==> config.mk <==
export PLATFORM = sky130hd
export DESIGN_NAME = retire_watchdog
export DESIGN_NICKNAME = d
export VERILOG_FILES = /design/src/rtl/rwd_pkg.sv /design/src/rtl/rwd_timer.sv /design/src/rtl/rwd_logger.sv /design/src/rtl/retire_watchdog.sv
export SDC_FILE = /design/constraint.sdc
export NUM_CORES = 1
export LEC_CHECK = 0
export BUFFER_PORTS_ARGS = -buffer_cell sky130_fd_sc_hd__buf_2
export CAP_MARGIN = 20
export CORE_MARGIN = 2
export CORE_UTILIZATION = 52
export CTS_BUF_LIST = sky130_fd_sc_hd__clkbuf_16
export CTS_CLUSTER_SIZE = 10
export DETAILED_ROUTE_END_ITERATION = 12
export PLACE_DENSITY = 0.77
export SYNTH_ARGS = -nofsm -noshare
export SYNTH_HDL_FRONTEND = slang
export SYNTH_SLANG_ARGS = --single-unit
==> constraint.sdc <==
create_clock -name clk -period 3.4 [get_ports clk]
set_clock_uncertainty 0.05 [all_clocks]
set_input_delay 0.68 -clock clk [delete_from_list [all_inputs] [get_ports clk]]
set_output_delay 0.68 -clock clk [all_outputs]
set_load 0.01 [all_outputs]
==> src/rtl/rwd_pkg.sv <==
package rwd_pkg;
  localparam int unsigned MC_W        = 64;
  localparam int unsigned CODE_W      = 16;
  localparam logic [CODE_W-1:0] TMO_CODE = 16'h0400;
  localparam int unsigned BINIT_BIT   = 38;
  localparam int unsigned VALID_BIT   = 63;

  function automatic logic [MC_W-1:0] tmo_record();
    logic [MC_W-1:0] r;
    r = '0;
    r[CODE_W-1:0] = TMO_CODE;
    r[BINIT_BIT]  = 1'b1;
    r[VALID_BIT]  = 1'b1;
    return r;
  endfunction
endpackage

==> src/rtl/rwd_timer.sv <==
module rwd_timer #(
  parameter int unsigned CNT_W = 16,
  parameter int unsigned LANES = 2
) (
  input  logic             clk,
  input  logic             rst_n,
  input  logic [LANES-1:0] retire_vld,
  input  logic             work_pend,
  input  logic [CNT_W-1:0] thresh,
  output logic             expire
);
  logic [CNT_W-1:0] cnt_q, cnt_d;
  logic [CNT_W-1:0] thr_q;
  logic             thr_en;
  logic             any_ret, armed, hit;

  always_comb begin
    any_ret = |retire_vld;
    armed   = (thr_q != '0);
    hit     = armed && work_pend && !any_ret && (cnt_q == thr_q - 1'b1);
    if (any_ret || hit || !armed) cnt_d = '0;
    else if (work_pend)           cnt_d = cnt_q + 1'b1;
    else                          cnt_d = cnt_q;
    thr_en  = (cnt_d == '0);
    expire  = hit;
  end

  always_ff @(posedge clk or negedge rst_n) begin
    if (!rst_n) cnt_q <= '0;
    else        cnt_q <= cnt_d;
  end

  always_ff @(posedge clk or negedge rst_n) begin
    if (!rst_n)      thr_q <= '0;
    else if (thr_en) thr_q <= thresh;
  end
endmodule

==> src/rtl/rwd_logger.sv <==
module rwd_logger
  import rwd_pkg::*;
(
  input  logic            clk,
  input  logic            rst_n,
  input  logic            expire,
  input  logic            mc_log_en,
  input  logic            sw_clear,
  output logic            err_flag,
  output logic [MC_W-1:0] status
);
  logic            err_q, err_d;
  logic [MC_W-1:0] st_q, st_d;
  logic [MC_W-1:0] st_base;

  always_comb begin
    err_d   = (err_q && !sw_clear) || expire;
    st_base = sw_clear ? '0 : st_q;
    if (expire && mc_log_en && !st_base[VALID_BIT]) st_d = tmo_record();
    else                                           st_d = st_base;
  end

  always_ff @(posedge clk or negedge rst_n) begin
    if (!rst_n) err_q <= 1'b0;
    else        err_q <= err_d;
  end

  always_ff @(posedge clk or negedge rst_n) begin
    if (!rst_n) st_q <= '0;
    else        st_q <= st_d;
  end

  assign err_flag = err_q;
  assign status   = st_q;
endmodule

==> src/rtl/retire_watchdog.sv <==
module retire_watchdog
  import rwd_pkg::*;
#(
  parameter int unsigned CNT_W = 16,
  parameter int unsigned LANES = 2
) (
  input  logic             clk,
  input  logic             rst_n,
  input  logic [LANES-1:0] retire_vld,
  input  logic             work_pend,
  input  logic             mc_log_en,
  input  logic [CNT_W-1:0] thresh,
  input  logic             sw_clear,
  output logic             cat_err_n,
  output logic [MC_W-1:0]  mc_status
);
  logic expire;
  logic err_flag;

  rwd_timer #(.CNT_W(CNT_W), .LANES(LANES)) u_timer (
    .clk        (clk),
    .rst_n      (rst_n),
    .retire_vld (retire_vld),
    .work_pend  (work_pend),
    .thresh     (thresh),
    .expire     (expire)
  );

  rwd_logger u_logger (
    .clk       (clk),
    .rst_n     (rst_n),
    .expire    (expire),
    .mc_log_en (mc_log_en),
    .sw_clear  (sw_clear),
    .err_flag  (err_flag),
    .status    (mc_status)
  );

  assign cat_err_n = !err_flag;
endmodule

==> qor.txt, run 1 <==
total track usage: 17.00%
Top Ports: 88
placed inst area: 2755 sq um
hold_ws: 0.4221 ns
Worst-Margin Slew: 0.7400 ns
crit path from: u_timer.thr_q[3]
die width: 78.18 um
Worst Setup EP: u_timer.cnt_q[2]
clk slew on worst S/H paths: 0.05 ns
max_cap viols: 0
CP Depth: 7
Post-Syn Instances: 310
sequential cell area: 875.8 sq um
setup violators final: 0
Tmin final: 2.888 ns
Core Footprint: 5405 sq um
Post-CTS Setup Bufs: 0
Ant. Diodes: 0
dpl hpwl: 3.668 mm
Synthesis Warnings: 0
r2r setup slk: 0.51 ns
critical path type: register to register
FF-to-FF path depth: 7
root buffer cell: clkbuf_16
DR iter-0 viols: 70
Routed wire per std cell: 12.31 um
clock tree from TritonCTS: done
count of pins over their slew limit: 0
Worst Path Arrival: 2.98 ns
vias: 2,007
WL final: 4.861 mm
GRT Residual Overflow: 0
Final WS setup: 0.5121 ns
Setup crit start kind: register
CP top delay family: simple AND/OR/NAND/NOR gates
Post-synth top flop: dfrtp_1
hold crit path type: primary input to asynchronous set/reset pin
Total Neg Setup Slack: 0 ns
area delta synth->final: 0.7872%
WP data required: 3.49 ns
cell leakage power: 1.344 nW
CTS sink count: 35
R2R Path End: u_timer.cnt_q[2]
critical path endpoint category: register
Final Power: 1.028 mW
H-tree levels: 2
first-pass GRT wire length: 8.211 mm
Final Hold Fails: 0
RSZ-0062 raised after global routing: no
register area share after synthesis: 30.61%
clock buffer depth: 2
maximum vdd ir drop: 0.2076 mV
nets: 350
final instance area: 2884 sq um
CP max-delay cell: or4_1
reg2reg start: u_timer.thr_q[3]
Max-slew headroom: 50.67%
fin crit share: 84.94%
Initial Util: 52.94%
share of post-route cells with drive strength above 1: 17.34%
Avg Cell Area, Syn: 9.231 sq um
status: complete, no violations
# port buffers: 26
row cnt: 27
Vias per Instance: 5.081
number of buffers and inverters on the critical path: 0
ANT nets after route: 0
Clock Latency Late Sink: 0.28 ns
initial antenna violation count: 0
Final Wtd Congestion: 0.8172
number of synthesized flops with an enable pin: 0
f_max: 0.3463 GHz
Crit Path Max Fanout: 16
total CTS buffers: 5
DR DRC count: 0
Pwr Density: 356.5 nW/um^2
DRT Pass-1 Iters: 4
CP peak stage delay: 0.58 ns
pre-CTS setup slack: 0.4830 ns
Fill cells: 501
largest net degree at the start of global routing: 36
Post-CTS Resized: 0
Multi-input gate area: 1594 sq um
Die H: 78.18 um
distinct cell type count after synthesis: 53
Yosys reg bits: 35
CP cell instances: or4_1 > or4_1 > o32ai_1 > a31oi_1 > nor4b_4 > a21bo_1 > nor2_1
Hold Buf Count CTS: 0
share of flip-flops with an asynchronous set or reset: 100.0%
Die ar.: 6112 sq um
Post-Syn Area: 2861 sq um
vias in the first global route: 1,777
Most common cell on crit path: or4_1
==> flip-flops by register name, summed over array words and instances (netlist names) <==
signal	flops
u_timer.thr_q	16
u_timer.cnt_q	16
u_logger.status	2
u_logger.err_flag	1
==> report_power, final <==
| group | internal, mW | total, mW | switching (mW) |
|---|---|---|---|
| Sequential | 0.433 | 0.462 | 0.0285 |
| Clock | 0.260 | 0.411 | 0.152 |
| Combinational | 0.0671 | 0.155 | 0.0879 |
==> stage by stage <==
step | cells | util [%]
floorplan | 370 | -
global placement | 389 | 50.97
detailed placement | 389 | 50.97
CTS | 395 | 53.36
global route | 395 | 53.36
finish | 395 | 53.36
==> cell families (layout without fill, tap and decap cells) <==
kind of cell | after synthesis | in the layout | synth area share [%]
and+or+nand+nor | 99 | 99 | 19.37
adders and majority gates | 3 | 3 | 1.312
AOI/OAI and AO/OA | 29 | 29 | 8.046
xor gates and xnor gates | 36 | 36 | 11.02
DFF | 35 | 35 | 30.61
buffers and inverters | 90 | 43 | 21.56
other | 1 | 61 | 0.1311
muxes | 17 | 17 | 7.958
==> worst min path at each step <==
| stage | start | endpoint | slack [ns] | cells after the start |
|---|---|---|---|---|
| floorplan | rst_n | u_logger.err_flag | 0.33 | 0 |
| global placement | u_logger.status[63] | u_logger.status[63] | 0.44 | 2 |
| detailed placement | u_logger.status[63] | u_logger.status[63] | 0.46 | 2 |
| CTS | rst_n | u_timer.cnt_q[9] | 0.46 | 1 |
| global route | rst_n | u_timer.cnt_q[9] | 0.50 | 1 |
| finish | rst_n | u_timer.cnt_q[9] | 0.42 | 1 |
==> layer usage <==
layer	vias up	track usage [%]	part of all wire (%)
met5	-	0	0
met1	933	21.75	44
li1	968	-	-
met2	88	26.72	46
met4	0	10.00	3.9
met3	18	3.333	5.9
==> layout by cell type, fill, tap and decap left out, drive strengths merged, types with 2 or more instances in the layout <==
cell     n
conb    61
dfrtp   35
buf     29
nor2    24
xor2    18
xnor2   18
mux2    16
nand3   14
nand2   10
inv      9
nor3     9
nor4     7
and3     7
nand2b   5
o21ai    5
nand4    5
clkbuf   5
and4     4
or4      3
o211ai   3
ha       3
and2     2
a311oi   2
o22ai    2
or2b     2
a31oi    2
o31ai    2
nor4b    2
==> Yosys cell counts, drive strengths merged, types with 2 or more instances <==
cell type	number	area share (%)
o31ai	2	0.52
dfrtp	35	31
nand4	5	1.1
nand2	10	1.3
inv	8	1.0
o211ai	3	0.79
ha	3	1.3
and2	2	0.44
a31oi	2	0.44
or4	3	0.79
nor4b	2	1.1
nor3	9	1.6
xnor2	18	5.5
and4	4	1.2
buf	71	19
xor2	18	5.5
o22ai	2	0.44
mux2	16	7.6
nand2b	5	1.1
nor4	7	1.5
o21ai	5	0.87
and3	7	1.5
a311oi	2	0.61
nor2	24	3.1
or2b	2	0.61
clkbuf	11	1.8
nand3	14	2.4
==> cell type report <==
| cell class | instances | share of cell area (%) |
|---|---|---|
| tap | 72 | 3.124 |
| sequential | 35 | 30.37 |
| clock inverter | 1 | 0.1302 |
| multi-input combinational | 245 | 55.27 |
| inverter | 8 | 1.041 |
| timing repair buffer | 29 | 5.727 |
| clock buffer | 5 | 4.338 |
No activity file was read; power rests on OpenSTA's default activity.
==> run 2, diff against run 1 <==
==> constraint.sdc (replaced) <==
create_clock -name clk -period 2.8 [get_ports clk]
set_clock_uncertainty 0.05 [all_clocks]
set_input_delay 0.56 -clock clk [delete_from_list [all_inputs] [get_ports clk]]
set_output_delay 0.56 -clock clk [all_outputs]
set_load 0.01 [all_outputs]
==> qor.txt, run 2 (synthesis gave the netlist of run 1 again) <==
number of buffers and inverters on the critical path: 3 (was 0)
Initial Util: 52.94% (unchanged)
hold_ws: 0.3088 ns (was 0.4221 ns)
Setup crit start kind: register (unchanged)
GRT Residual Overflow: 0 (unchanged)
row cnt: 27 (unchanged)
Vias per Instance: 5.065 (was 5.081)
leading cell type in the layout, fill and taps excluded: conb_1 (unchanged)
Most common cell on crit path: buf_4 (was or4_1)
max_cap viols: 0 (unchanged)
clk slew on worst S/H paths: 0.05 ns (about the same)
Pwr Density: 421.7 nW/um^2 (was 356.5 nW/um^2)
CP max-delay cell: nor4b_4 (was or4_1)
clock tree from TritonCTS: done (unchanged)
Crit Path Max Fanout: 8 (was 16)
ANT nets after route: 0 (unchanged)
crit path from: u_timer.thr_q[2] (was u_timer.thr_q[3])
dpl hpwl: 3.904 mm (was 3.668 mm)
Routed wire per std cell: 13.67 um (was 12.31 um)
setup violators final: 0 (unchanged)
DRT Pass-1 Iters: 4 (unchanged)
critical path endpoint category: register (unchanged)
status: complete, no violations (unchanged)
most frequent cells in the layout: conb_1 (61), dfrtp_1 (35), buf_2 (26) (unchanged)
CTS sink count: 35 (unchanged)
DR DRC count: 0 (unchanged)
WL final: 5.644 mm (was 4.861 mm)
nets: 366 (was 350)
DR iter-0 viols: 186 (was 70)
# port buffers: 26 (unchanged)
Tmin final: 2.778 ns (was 2.888 ns)
Final Hold Fails: 0 (unchanged)
first-pass GRT wire length: 8.680 mm (was 8.211 mm)
fin crit share: 99.21% (was 84.94%)
clock buffer depth: 2 (unchanged)
Ant. Diodes: 0 (unchanged)
Core Footprint: 5405 sq um (unchanged)
Worst Path Arrival: 2.89 ns (was 2.98 ns)
Die ar.: 6112 sq um (unchanged)
root buffer cell: clkbuf_16 (unchanged)
RSZ-0062 raised after global routing: yes (was no)
initial antenna violation count: 0 (unchanged)
Die H: 78.18 um (unchanged)
Total Neg Setup Slack: 0 ns (unchanged)
final core utilization: 57.41% (was 53.36%)
Hold Buf Count CTS: 0 (unchanged)
vias: 2,092 (was 2,007)
total CTS buffers: 5 (unchanged)
reg2reg start: u_timer.thr_q[2] (was u_timer.thr_q[3])
hold crit path type: primary input to asynchronous set/reset pin (unchanged)
largest net degree at the start of global routing: 36 (unchanged)
critical path type: register to register (unchanged)
CP top delay family: simple AND/OR/NAND/NOR gates (unchanged)
CP peak stage delay: 0.39 ns (was 0.58 ns)
r2r setup slk: 0.02 ns (was 0.51 ns)
die width: 78.18 um (unchanged)
FF-to-FF path depth: 10 (was 7)
Max-slew headroom: 48.28% (was 50.67%)
H-tree levels: 2 (unchanged)
f_max: 0.3600 GHz (was 0.3463 GHz)
count of pins over their slew limit: 0 (unchanged)
maximum vdd ir drop: 0.2441 mV (was 0.2076 mV)
total track usage: 17.96% (was 17.00%)
Final Wtd Congestion: 0.9174 (was 0.8172)
CP cell instances: buf_4 > nor3_1 > buf_4 > nand3_1 > o21bai_1 > a31oi_4 > nor4b_4 > a21oi_4 > clkbuf_16 > mux2_4 (was or4_1 > or4_1 > o32ai_1 > a31oi_1 > nor4b_4 > a21bo_1 > nor2_1)
Top Ports: 88 (unchanged)
cell leakage power: 1.449 nW (was 1.344 nW)
R2R Path End: u_timer.thr_q[13] (was u_timer.cnt_q[2])
Worst-Margin Slew: 0.7758 ns (was 0.7400 ns)
area delta synth->final: 8.439% (was 0.7872%)
share of post-route cells with drive strength above 1: 23.75% (was 17.34%)
vias in the first global route: 1,922 (was 1,777)
Clock Latency Late Sink: 0.28 ns (about the same)
WP data required: 2.92 ns (was 3.49 ns)
-- run 2: cell types whose count changed in the layout (fill, tap and decap cells not counted), sizes merged --
cell / change
clkbuf: +1
clkinv: +1
inv: +1
buf: +15
-- run 2: worst register-to-register path, stage by stage, from the launching register on --
cell and delay [ns]:
dfrtp_1 0.38, buf_4 0.16, nor3_1 0.38, buf_4 0.21, nand3_1 0.10, o21bai_1 0.25
a31oi_4 0.13, nor4b_4 0.39, a21oi_4 0.14, clkbuf_16 0.19, mux2_4 0.29
-- run 2: what timing repair did --
item                                    in CTS  in global routing
endpoints found under the hold margin        0                  0
endpoints found under the setup margin       0                 16
buffers inserted                             0                  2
gates resized for setup                      0                 11
-- run 2: how the worst max path moves through the flow --
stage	end	slack (ns)	cells after the start
finish	u_timer.thr_q[13]	0.02	10
global route	u_timer.thr_q[13]	-0.08	10
CTS	u_timer.thr_q[10]	0.02	8
detailed placement	u_timer.thr_q[11]	0.03	8
global placement	u_timer.thr_q[7]	0.06	8
floorplan	u_timer.thr_q[10]	0.04	10
-- run 2: power breakdown --
part	switching, mW	leakage (nW)	internal, mW	total, mW
logic	0.132	0.922	0.105	0.238
clock network	0.201	0.0762	0.321	0.522
registers	0.0231	0.451	0.526	0.549
total	0.356	1.45	0.952	1.31
-- run 2: layout make-up --
class                   count  area (sq um)
clock buffers               5         125.1
clock inverters             3         12.51
fillers                   470          2302
inverters                   8         30.03
multi-input cells         245          1654
flip-flops and latches     35         875.8
well taps                  72         90.09
repair buffers             45         315.3
-- run 2: metal layers --
metal  vias to the layer above  share of wire (%)  wire (um)  GRT usage [%]
met5                         -                  0          0              0
met4                         0                2.9        161          8.421
met3                        14                4.6        262          3.218
met2                        84                 50       2846          30.52
met1                       990                 42       2374          22.12
li1                       1004                  -          -              -
-- run 2: metrics by stage --
step	power, mW	std cells	setup slack, ns	instance area (sq um)
floorplan	0.7724	370	0.04005	3087
global placement	0.7671	402	0.06194	2865
detailed placement	0.7734	402	0.03019	2865
CTS	1.296	410	0.02222	3003
global route	1.370	413	-0.08344	3103
finish	1.309	413	0.02199	3103
